<file path="src/rtl/cta_pkg.sv">
`timescale 1ns/1ps
package cta_pkg;

    localparam int TRIM_W   = 10;
    localparam int ERR_W    = 8;
    localparam int AVG_FRAC = 4;
    localparam int GAIN_W   = 4;
    localparam int AVG_W    = ERR_W + AVG_FRAC;
    localparam int DIFF_W   = AVG_W + 1;
    localparam int SUM_W    = ((DIFF_W > TRIM_W) ? DIFF_W : TRIM_W) + 1;

    typedef logic signed [TRIM_W-1:0] trim_t;
    typedef logic signed [ERR_W-1:0]  err_t;
    typedef logic signed [AVG_W-1:0]  avg_t;
    typedef logic signed [DIFF_W-1:0] diff_t;
    typedef logic signed [SUM_W-1:0]  sum_t;

    typedef struct packed {
        trim_t trim;
        avg_t  avg;
    } entry_t;

    localparam trim_t TRIM_MAX = trim_t'({1'b0, {(TRIM_W-1){1'b1}}});
    localparam trim_t TRIM_MIN = trim_t'({1'b1, {(TRIM_W-1){1'b0}}});

    // Deviation of a sample from the running mean, in 1/2^AVG_FRAC LSB units
    function automatic diff_t deviation(input err_t e, input avg_t a);
        return (diff_t'(e) <<< AVG_FRAC) - diff_t'(a);
    endfunction

    // Exponential-average increment: floor of deviation / 2^AVG_FRAC
    function automatic avg_t avg_step(input diff_t d);
        diff_t s;
        s = d >>> AVG_FRAC;
        return avg_t'(s);
    endfunction

    // Clamp a wide sum into the trim range
    function automatic trim_t sat_trim(input sum_t s);
        if (s > sum_t'(TRIM_MAX))
            return TRIM_MAX;
        else if (s < sum_t'(TRIM_MIN))
            return TRIM_MIN;
        else
            return trim_t'(s);
    endfunction

endpackage

</file>
<file path="src/rtl/cta_update_path.sv">
`timescale 1ns/1ps
module cta_update_path
    import cta_pkg::*;
(
    input  entry_t             cur,
    input  err_t               err,
    input  logic [GAIN_W-1:0]  gain,
    output entry_t             nxt
);

    diff_t dev;
    diff_t step;
    sum_t  acc;

    always_comb begin
        dev      = deviation(err, cur.avg);
        // Gain and fixed-point scaling merged into one arithmetic shift (floor)
        step     = dev >>> (int'(gain) + AVG_FRAC);
        acc      = sum_t'(cur.trim) + sum_t'(step);
        nxt.trim = sat_trim(acc);
        nxt.avg  = cur.avg + avg_step(dev);
    end

endmodule

</file>
<file path="src/rtl/cta_select.sv">
`timescale 1ns/1ps
module cta_select
    import cta_pkg::*;
#(
    parameter int N  = 63,
    parameter int IW = 6
)(
    input  entry_t          table_i [N],
    input  logic [IW-1:0]   idx,
    output entry_t          pick,
    output logic            hit
);

    always_comb begin
        pick = '0;
        hit  = 1'b0;
        for (int i = 0; i < N; i++) begin
            if (idx == IW'(i)) begin
                pick = table_i[i];
                hit  = 1'b1;
            end
        end
    end

endmodule

</file>
<file path="src/rtl/cta_entry.sv">
`timescale 1ns/1ps
module cta_entry
    import cta_pkg::*;
(
    input  logic   clk,
    input  logic   rst,
    input  logic   upd_en,
    input  logic   wr_en,
    input  trim_t  wr_trim,
    input  entry_t nxt,
    output entry_t q
);

    always_ff @(posedge clk) begin
        if (rst) begin
            q <= '0;
        end else if (wr_en) begin
            q.trim <= wr_trim;
        end else if (upd_en) begin
            q <= nxt;
        end
    end

endmodule

</file>
<file path="src/rtl/cmp_thresh_adapt.sv">
`timescale 1ns/1ps
module cmp_thresh_adapt
    import cta_pkg::*;
#(
    parameter int NUM_CMP = 63,
    localparam int IDX_W  = (NUM_CMP > 1) ? $clog2(NUM_CMP) : 1
)(
    input  logic                     clk,
    input  logic                     rst,
    input  logic                     freeze,
    input  logic [GAIN_W-1:0]        gain_shift,
    input  logic                     err_valid,
    input  logic [IDX_W-1:0]         err_idx,
    input  logic signed [ERR_W-1:0]  err_val,
    input  logic                     wr_en,
    input  logic [IDX_W-1:0]         wr_idx,
    input  logic signed [TRIM_W-1:0] wr_trim,
    input  logic [IDX_W-1:0]         rd_idx,
    output logic signed [TRIM_W-1:0] rd_trim,
    output logic                     upd_valid,
    output logic [IDX_W-1:0]         upd_idx,
    output logic signed [TRIM_W-1:0] upd_trim
);

    entry_t tbl [NUM_CMP];
    entry_t cur;
    entry_t nxt;
    entry_t rd_pick;
    logic   cur_hit;
    logic   rd_hit;
    logic   clash;
    logic   apply;

    cta_select #(.N(NUM_CMP), .IW(IDX_W)) u_fetch (
        .table_i (tbl),
        .idx     (err_idx),
        .pick    (cur),
        .hit     (cur_hit)
    );

    cta_select #(.N(NUM_CMP), .IW(IDX_W)) u_read (
        .table_i (tbl),
        .idx     (rd_idx),
        .pick    (rd_pick),
        .hit     (rd_hit)
    );

    cta_update_path u_path (
        .cur  (cur),
        .err  (err_val),
        .gain (gain_shift),
        .nxt  (nxt)
    );

    // A preload to the strobed index overrides the adaptation step
    assign clash = wr_en && (wr_idx == err_idx);
    assign apply = err_valid && !freeze && cur_hit && !clash;

    generate
        for (genvar i = 0; i < NUM_CMP; i++) begin : g_ent
            logic sel_upd;
            logic sel_wr;
            assign sel_upd = apply && (err_idx == IDX_W'(i));
            assign sel_wr  = wr_en && (wr_idx == IDX_W'(i));
            cta_entry u_ent (
                .clk     (clk),
                .rst     (rst),
                .upd_en  (sel_upd),
                .wr_en   (sel_wr),
                .wr_trim (wr_trim),
                .nxt     (nxt),
                .q       (tbl[i])
            );
        end
    endgenerate

    always_ff @(posedge clk) begin
        if (rst) begin
            upd_valid <= 1'b0;
            upd_idx   <= '0;
            upd_trim  <= '0;
        end else begin
            upd_valid <= apply;
            if (apply) begin
                upd_idx  <= err_idx;
                upd_trim <= nxt.trim;
            end
        end
    end

    assign rd_trim = rd_hit ? rd_pick.trim : '0;

endmodule

</file>
<file path="config.mk">
export PLATFORM = sky130hd
export DESIGN_NAME = cmp_thresh_adapt
export DESIGN_NICKNAME = d
export VERILOG_FILES = /design/src/rtl/cta_pkg.sv /design/src/rtl/cta_update_path.sv /design/src/rtl/cta_select.sv /design/src/rtl/cta_entry.sv /design/src/rtl/cmp_thresh_adapt.sv
export SDC_FILE = /design/constraint.sdc
export NUM_CORES = 2
export LEC_CHECK = 0
export ABC_AREA = 1
export BUFFER_PORTS_ARGS = -buffer_cell sky130_fd_sc_hd__buf_2
export CAP_MARGIN = 10
export CORE_AREA = 2 2 487 489
export CTS_BUF_LIST = sky130_fd_sc_hd__clkbuf_4 sky130_fd_sc_hd__clkbuf_8 sky130_fd_sc_hd__clkbuf_16
export CTS_CLUSTER_SIZE = 24
export DETAILED_ROUTE_END_ITERATION = 16
export DIE_AREA = 0 0 489 491
export REMOVE_ABC_BUFFERS = 1
export SYNTH_ARGS = -nofsm -noshare
export SYNTH_HDL_FRONTEND = slang
export SYNTH_SLANG_ARGS = --single-unit
</file>
<file path="constraint.sdc">
create_clock -name clk -period 8.1 [get_ports clk]
set_input_delay 0.405 -clock clk [delete_from_list [all_inputs] [get_ports clk]]
set_output_delay 0.405 -clock clk [all_outputs]
set_load 0.005 [all_outputs]
</file>
# ---- After elaboration in Yosys (flattened, before gate mapping)
# Cells that the tools add are included.
dict set report totals {
  ff_bits 1403
  inputBits 45
  out_inout_bits 27
  elab_cells 1028
}
dict set report classes {
  addsub 4
  magnitude_cmp 2
  eq_ne 187
  shift 1
  muxes 381
  n_bitwise 63
  reduce_logical 261
}
# operator n
set ops {}
lappend ops {{$mux W22} 189}
lappend ops {{$mux W10} 66}
lappend ops {{$eq A6 B6 Y1 const B} 93}
lappend ops {{$eq A6 B5 Y1 const B} 48}
lappend ops {{$eq A6 B4 Y1 const B} 24}
lappend ops {{$logic_and A1 B1 Y1} 130}
lappend ops {{$mux W1} 126}
lappend ops {{$reduce_and A2 Y1} 63}
lappend ops {{$reduce_bool A2 Y1} 63}
lappend ops {{$eq A6 B3 Y1 const B} 12}
lappend ops {{$not A1 Y1} 63}
lappend ops {{$eq A6 B2 Y1 const B} 6}
lappend ops {{$eq A6 B1 Y1 const B} 3}
lappend ops {{$logic_not A6 Y1} 3}
lappend ops {{$add A10 B13 Y14} 1}
lappend ops {{$gt A14 B10 Y1 const B} 1}
lappend ops {{$lt A14 B10 Y1 const B} 1}
lappend ops {{$sshr A13 B5 Y13} 1}
lappend ops {{$sub A12 B12 Y13} 1}
lappend ops {{$add A12 B9 Y12} 1}
lappend ops {{$eq A6 B6 Y1} 1}
lappend ops {{$add A4 B3 Y5 const B} 1}
lappend ops {{$logic_not A1 Y1} 2}

# ---- Longest topological paths before layout
dict set report depth {
  ltp_word 72
  ltp_mapped 90
  mapped_depth_nobuf 88
}

# ---- Cells and area by module
# Synthesis repeated with hierarchy kept, for this count alone.
dict set report hier_totals {
  cells_unflattened 13743
  hier_area_um2 85366.9
}
# mod n_inst cells_each area_each_um2 seq_area_each_um2
set by_module_without_submodules {}
lappend by_module_without_submodules {cta_entry 63 130 903.4 440.4}
lappend by_module_without_submodules {cta_select 2 2363 12034.0 0.0}
lappend by_module_without_submodules {cta_update_path 1 448 2457.4 0.0}
lappend by_module_without_submodules {cmp_thresh_adapt 1 379 1929.4 340.3}

# ---- Worst setup path after synthesis
# No wires, ideal clock.
dict set report synth_path {
  kind {input to register}
  from {input err_idx[0]}
  to {register upd_trim[2]}
  setup_ns 0.116
  arrival_time_ns 8.399
  required_ns 7.984
  setup_slack_ns -0.415
  cell_stages 84
  n_path_buf 3
  cell_sequence {buf_4 > nor2_2 > nand2_1 > nor2_1 > nand2_1 > nand2_1 > nor3_1 > o31ai_1 > a221oi_1 > nand3_1 > o21ai_0 > nand2_1 > nand2_1 > nand4_1 > o21ai_0 > nand2_1 > nand2_1 > nand4_1 > (+48 left out) > nand3_1 > nand2_1 > a21oi_1 > o21ai_0 > a21oi_1 > o21ai_0 > nand2_1 > nand2_1 > a21oi_1 > o21bai_1 > a21oi_1 > xor2_1 > o41ai_1 > clkbuf_1 > nand2_1 > clkbuf_1 > o21ai_0 > inv_1}
}
dict set report synth_between {
  elab_chain_len 70
  elab_cells_between_ends 201
  cone_classes {2 x add/sub; 2 x order compare; 63 x eq/ne; 1 x shift; 128 x mux; 5 x reduce/logical}
}
# item line_no
set synth_rtl {}
lappend synth_rtl {{from (decl)} cmp_thresh_adapt.sv:13} ;# input logic [IDX_W-1:0] err_idx,
lappend synth_rtl {{$logic_not A6 Y1} cta_select.sv:18} ;# if (idx == IW'(i)) begin
lappend synth_rtl {{$mux W22 (63 in a row)} cta_select.sv:18}
lappend synth_rtl {{$sub A12 B12 Y13} cta_pkg.sv:28} ;# return (diff_t'(e) <<< AVG_FRAC) - diff_t'(a);
lappend synth_rtl {{$sshr A13 B5 Y13} cta_update_path.sv:18} ;# step = dev >>> (int'(gain) + AVG_FRAC);
lappend synth_rtl {{$add A10 B13 Y14} cta_update_path.sv:19} ;# acc = sum_t'(cur.trim) + sum_t'(step);
lappend synth_rtl {{$lt A14 B10 Y1} cta_pkg.sv:42} ;# else if (s < sum_t'(TRIM_MIN))
lappend synth_rtl {{$mux W10} cta_pkg.sv:42}
lappend synth_rtl {{$mux W10} cta_pkg.sv:40} ;# if (s > sum_t'(TRIM_MAX))
lappend synth_rtl {{to (signal assigned)} cmp_thresh_adapt.sv:86} ;# upd_trim <= nxt.trim;
lappend synth_rtl {{to (decl)} cmp_thresh_adapt.sv:22} ;# output logic signed [TRIM_W-1:0] upd_trim
# Several ways; a longest one is shown, not always the timed one.
# A chain may end at the register's enable or synchronous reset.

# ---- Worst setup path after layout
dict set report layout_path {
  from {input err_idx[4]}
  to {register g_ent[40].u_ent.q[20] in the netlist's numbering}
}
dict set report layout_between {
  elab_chain_len 72
  elab_cells_between_ends 205
  cone_classes {2 x add/sub; 2 x order compare; 63 x eq/ne; 1 x shift; 130 x mux; 7 x reduce/logical}
}
# item line_no
set layout_rtl {}
lappend layout_rtl {{$logic_not A6 Y1} cta_select.sv:18}
lappend layout_rtl {{$mux W22 (63 in a row)} cta_select.sv:18}
lappend layout_rtl {{$sub A12 B12 Y13} cta_pkg.sv:28}
lappend layout_rtl {{$sshr A13 B5 Y13} cta_update_path.sv:18}
lappend layout_rtl {{$add A10 B13 Y14} cta_update_path.sv:19}
lappend layout_rtl {{$lt A14 B10 Y1} cta_pkg.sv:42}
lappend layout_rtl {{$mux W10} cta_pkg.sv:42}
lappend layout_rtl {{$mux W10} cta_pkg.sv:40}
lappend layout_rtl {{$mux W22} cta_entry.sv:19} ;# end else if (upd_en) begin
lappend layout_rtl {{$mux W10} cta_entry.sv:17} ;# end else if (wr_en) begin
lappend layout_rtl {{to (signal assigned)} cta_entry.sv:20} ;# q <= nxt;
lappend layout_rtl {{to (decl)} cta_entry.sv:11} ;# output entry_t q
# Several ways; a longest one is shown, not always the timed one. The select of a mux whose other input is x is not followed.

==> results.txt <==
In the post-synthesis netlist, the cell with the most instances is sky130_fd_sc_hd__nand2_1. The checks that failed: negative setup slack. The number of hold violations in the final report came out at 0. The critical path is of the input port to flip-flop type. The share of the cycle needed by the critical path after routing came out at 127%. TritonCTS built the clock tree. For this run, the total global-route usage over all layers was measured as ~27%. The number of H-tree branching levels is 4. For the pin with the worst max-slew slack, the measured transition is approximately 1.5 ns. The most used flip-flop cell after synthesis is sky130_fd_sc_hd__dfxtp_1.

The clock reaches the later pin of the worst-skew pair after approximately 0.86 ns. The run finished, with violations left. The number of buffers inserted during clock tree synthesis is around 160. The number of antenna violations at the first check in global routing is 15.

The via density per instance came out at between 5 and 6. In this run the tool buffered the top-level ports with approximately 70 buffer cells. The post-route minimum period came out at approximately 10 ns. For the final database, setup skew stands at ~0.06 ns. The top-area cell type share of the netlist area came out at approximately 40%. The HPWL after detailed placement is between 200000 and 250000 um. The synthesis warning total is 0. The length of the first detailed-routing pass in iterations is 7.

The number of clock sinks is approximately 1400. The largest stage delay on the critical path came out at 0.42 ns. The total power consumption of the routed design came out at about 23000 uW.

The async set-reset flop share out of synthesis came out at 0%. The detail route stage leaves a number of antenna-violating nets equal to 0. The initial cell density of the core came out at between 20% and 30%. The worst setup path is launched from an input port. Headroom to the max-slew limit came out at under 10%. The share of post-route cells with drive strength above 1 came out at 17.2%.

For this run, design rule violations remaining after detail routing come to 0. sky130_fd_sc_hd__dfxtp_1 takes more of the synthesized area than any other cell. The cell count after synthesis came out at between 10000 and 15000. The count of max-cap constraint violations came out at 0. After synthesis, the most frequently instantiated cells are sky130_fd_sc_hd__nand2_1 (3355), sky130_fd_sc_hd__dfxtp_1 (1403), sky130_fd_sc_hd__a21oi_1 (954), sky130_fd_sc_hd__o21ai_0 (925), sky130_fd_sc_hd__nor2_1 (806). The register bit count reported by yosys came out at 1403. The clock transition at the registers of the reported paths came out at about 0.06 ns.

The post-layout net count came out at approximately 11000. In this run the clock root is driven by a sky130_fd_sc_hd__clkbuf_16. The signed area change from the synthesized netlist to the final layout came out at 27.0%. The tightest min-delay check is of the input port to flip-flop type.

The maximum clock path buffer count came out at 3. The cell that appears most often on the critical path is sky130_fd_sc_hd__nand2_1. Timing would allow up to between 90 and 100 MHz.

The cell at the slowest stage of the critical path is sky130_fd_sc_hd__o41ai_4. The arrival time of the worst setup path is approximately 11 ns. The worst supply voltage drop on vdd is 0.000243 V. The via count is between 70000 and 80000. Entering global routing, the biggest net connects ~240 pins. The synthesized area came out at approximately 70000 um2.

The I/O pin count is 72. The number of design-rule violations left by the first detailed-router iteration came out at 10200. Dividing the detail-routed wire length by the instance count gives between 20 and 25 um. The global-route congestion overflow total came out at 0. The final count of pins violating max slew came to 0. The global placer's final weighted congestion came out at approximately 1.0. Yosys attributes the largest share of cell area to sky130_fd_sc_hd__dfxtp_1 (40%), sky130_fd_sc_hd__nand2_1 (18%), sky130_fd_sc_hd__a21oi_1 (6.8%). The die covers 240000 um2. Dividing the synthesized area by the synthesized cell count gives 6.58 um2.

The floorplan die width is around 490 um. The number of global-route vias before repair was about 73000. The worst setup margin is -2.15 ns. In this run the power density over the cells is approximately 260 nW/um2.

The vertical extent of the die is 491 um. The number of enable flip-flop cells after synthesis came out at 0. The number of distinct library cells after synthesis is 56.

In this run the worst path has a maximum fanout of 12. After synthesis, flip-flops and latches occupy approximately two fifths of the total area. The filler cell count is 24500. The static leakage power came out at between 0.03 and 0.04 uW.

The total area inside the core boundary comes to 235000 um2. Setup violations remaining at the end of the flow were counted as slightly below 1000. The required time at the endpoint of the critical path is just under 9 ns. The total number of placement rows came out at around 180. Setup repair after global routing could not meet its margin everywhere. The worst setup path is captured at a flip-flop. Timing analysis after detailed placement gives a worst setup slack of -3.78 ns. The tightest hold path in the finished design has a slack of about 0.093 ns. The routed wire length came out at 345000 um. The first-pass GRT wire length is around 500000 um.
logic make-up (layout without fill, tap and decap cells):
| group | Yosys count | count (layout) | synth area share (%) |
|---|---|---|---|
| and+or+nand+nor | 4761 | 4764 | 27.2 |
| buffers and inverters | 1543 | 2099 | 8.31 |
| other | 0 | 13 | 0 |
| DFF | 1403 | 1403 | 40.1 |
| adders and majority gates | 36 | 36 | 0.664 |
| AOI/OAI and AO/OA | 2892 | 2892 | 23.5 |
| muxes | 1 | 1 | 0.0143 |
| xor gates and xnor gates | 16 | 16 | 0.211 |
metal layers:
metal | routed length, um | part of all wire (%) | up-vias | global-route usage, %
li1 | - | - | 36500 | -
met4 | 29100 | 8.4 | 8 | 18.9
met2 | 143000 | 42 | 4694 | 39.5
met3 | 40200 | 12 | 1151 | 6.98
met1 | 132000 | 38 | 37000 | 34.6
met5 | 59 | 0.017 | - | 0
layout make-up:
class	count	area (um2)	area share (%)
antenna	13	32.5	0.0365
clock buffer	226	4710	5.30
clock inverter	54	686	0.770
inverter	833	3140	3.53
multi-input combinational	7709	38700	43.4
sequential	1403	28100	31.6
tap	3150	3940	4.43
timing repair buffer	986	9770	11.0
stage by stage:
| stage | cell area (um2) | utilization [%] | setup TNS (ns) | instances |
|---|---|---|---|---|
| after floorplan | 67400 | - | -1412.81 | 9942 |
| after global placement | 78500 | 33.5 | -3177.91 | 13900 |
| after detailed placement | 78500 | 33.5 | -3215.75 | 13900 |
| after CTS | 87200 | 37.2 | -1748.44 | 14300 |
| after global routing | 89000 | 38.0 | -2123.91 | 14400 |
| final | 89000 | 38.0 | -1621.32 | 14400 |
registers in the layout, indices dropped and copies added, names as in the netlist:
signal and cells:
g_ent.u_ent.q 1386, upd_idx 6, upd_trim 10, upd_valid 1
layout by cell type (no fill, tap or decap), types with 61 or more instances in the layout:
master	netlist	layout
sky130_fd_sc_hd__nor2_1	806	745
sky130_fd_sc_hd__nand2_1	3355	3130
sky130_fd_sc_hd__a31oi_1	557	555
sky130_fd_sc_hd__nor2_2	8	61
sky130_fd_sc_hd__nand2_2	12	195
sky130_fd_sc_hd__inv_1	726	713
sky130_fd_sc_hd__or2_2	112	112
sky130_fd_sc_hd__buf_6	0	65
sky130_fd_sc_hd__buf_12	0	84
sky130_fd_sc_hd__a221oi_1	176	169
sky130_fd_sc_hd__clkbuf_16	0	172
sky130_fd_sc_hd__nand4_1	197	197
sky130_fd_sc_hd__o21ai_0	925	897
sky130_fd_sc_hd__buf_4	3	702
sky130_fd_sc_hd__o22ai_1	104	102
sky130_fd_sc_hd__nand3_1	242	194
sky130_fd_sc_hd__a21oi_1	954	891
sky130_fd_sc_hd__clkinv_1	83	82
sky130_fd_sc_hd__dfxtp_1	1403	1400
where the power goes:
group	leakage (uW)	switching (uW)	internal, uW	total, uW
sequential	0.0113	35.1	6950	6990
clock	0.00270	3240	4340	7580
combinational	0.0192	5520	3160	8670
path summary, 6_finish.rpt:
| check | start | slack, ns | cells after the start | to |
|---|---|---|---|---|
| worst min register to register | g_ent[45].u_ent.q[1] | 0.45 | 2 | g_ent[45].u_ent.q[1] |
| worst max register to register | g_ent[0].u_ent.q[11] | -2.07 | 74 | g_ent[40].u_ent.q[20] |
| worst min-delay path | err_idx[4] | 0.09 | 5 | upd_idx[4] |
| worst max-delay path | err_idx[4] | -2.15 | 77 | g_ent[40].u_ent.q[20] |
worst max-delay path, delay by kind of cell:
kind	cells	cell delay, ns
buffers and inverters	27	3.78
AND/OR/NAND/NOR	39	4.41
XOR/XNOR	1	0.18
adder cells (fa/ha/maj)	2	0.59
AO/OA/AOI/OAI	8	1.51
repair_timing:
action / 4_1_cts / 5_1_grt
cloned: 40 / 17
pin swaps: 73 / 188
hold endpoints to repair: 56 / 0
hold buffers: 7 / 0
setup endpoints to repair: 1306 / 1333
resized for setup: 382 / 318
setup buffers: 97 / 38
Power figures use the tool's default switching activity.
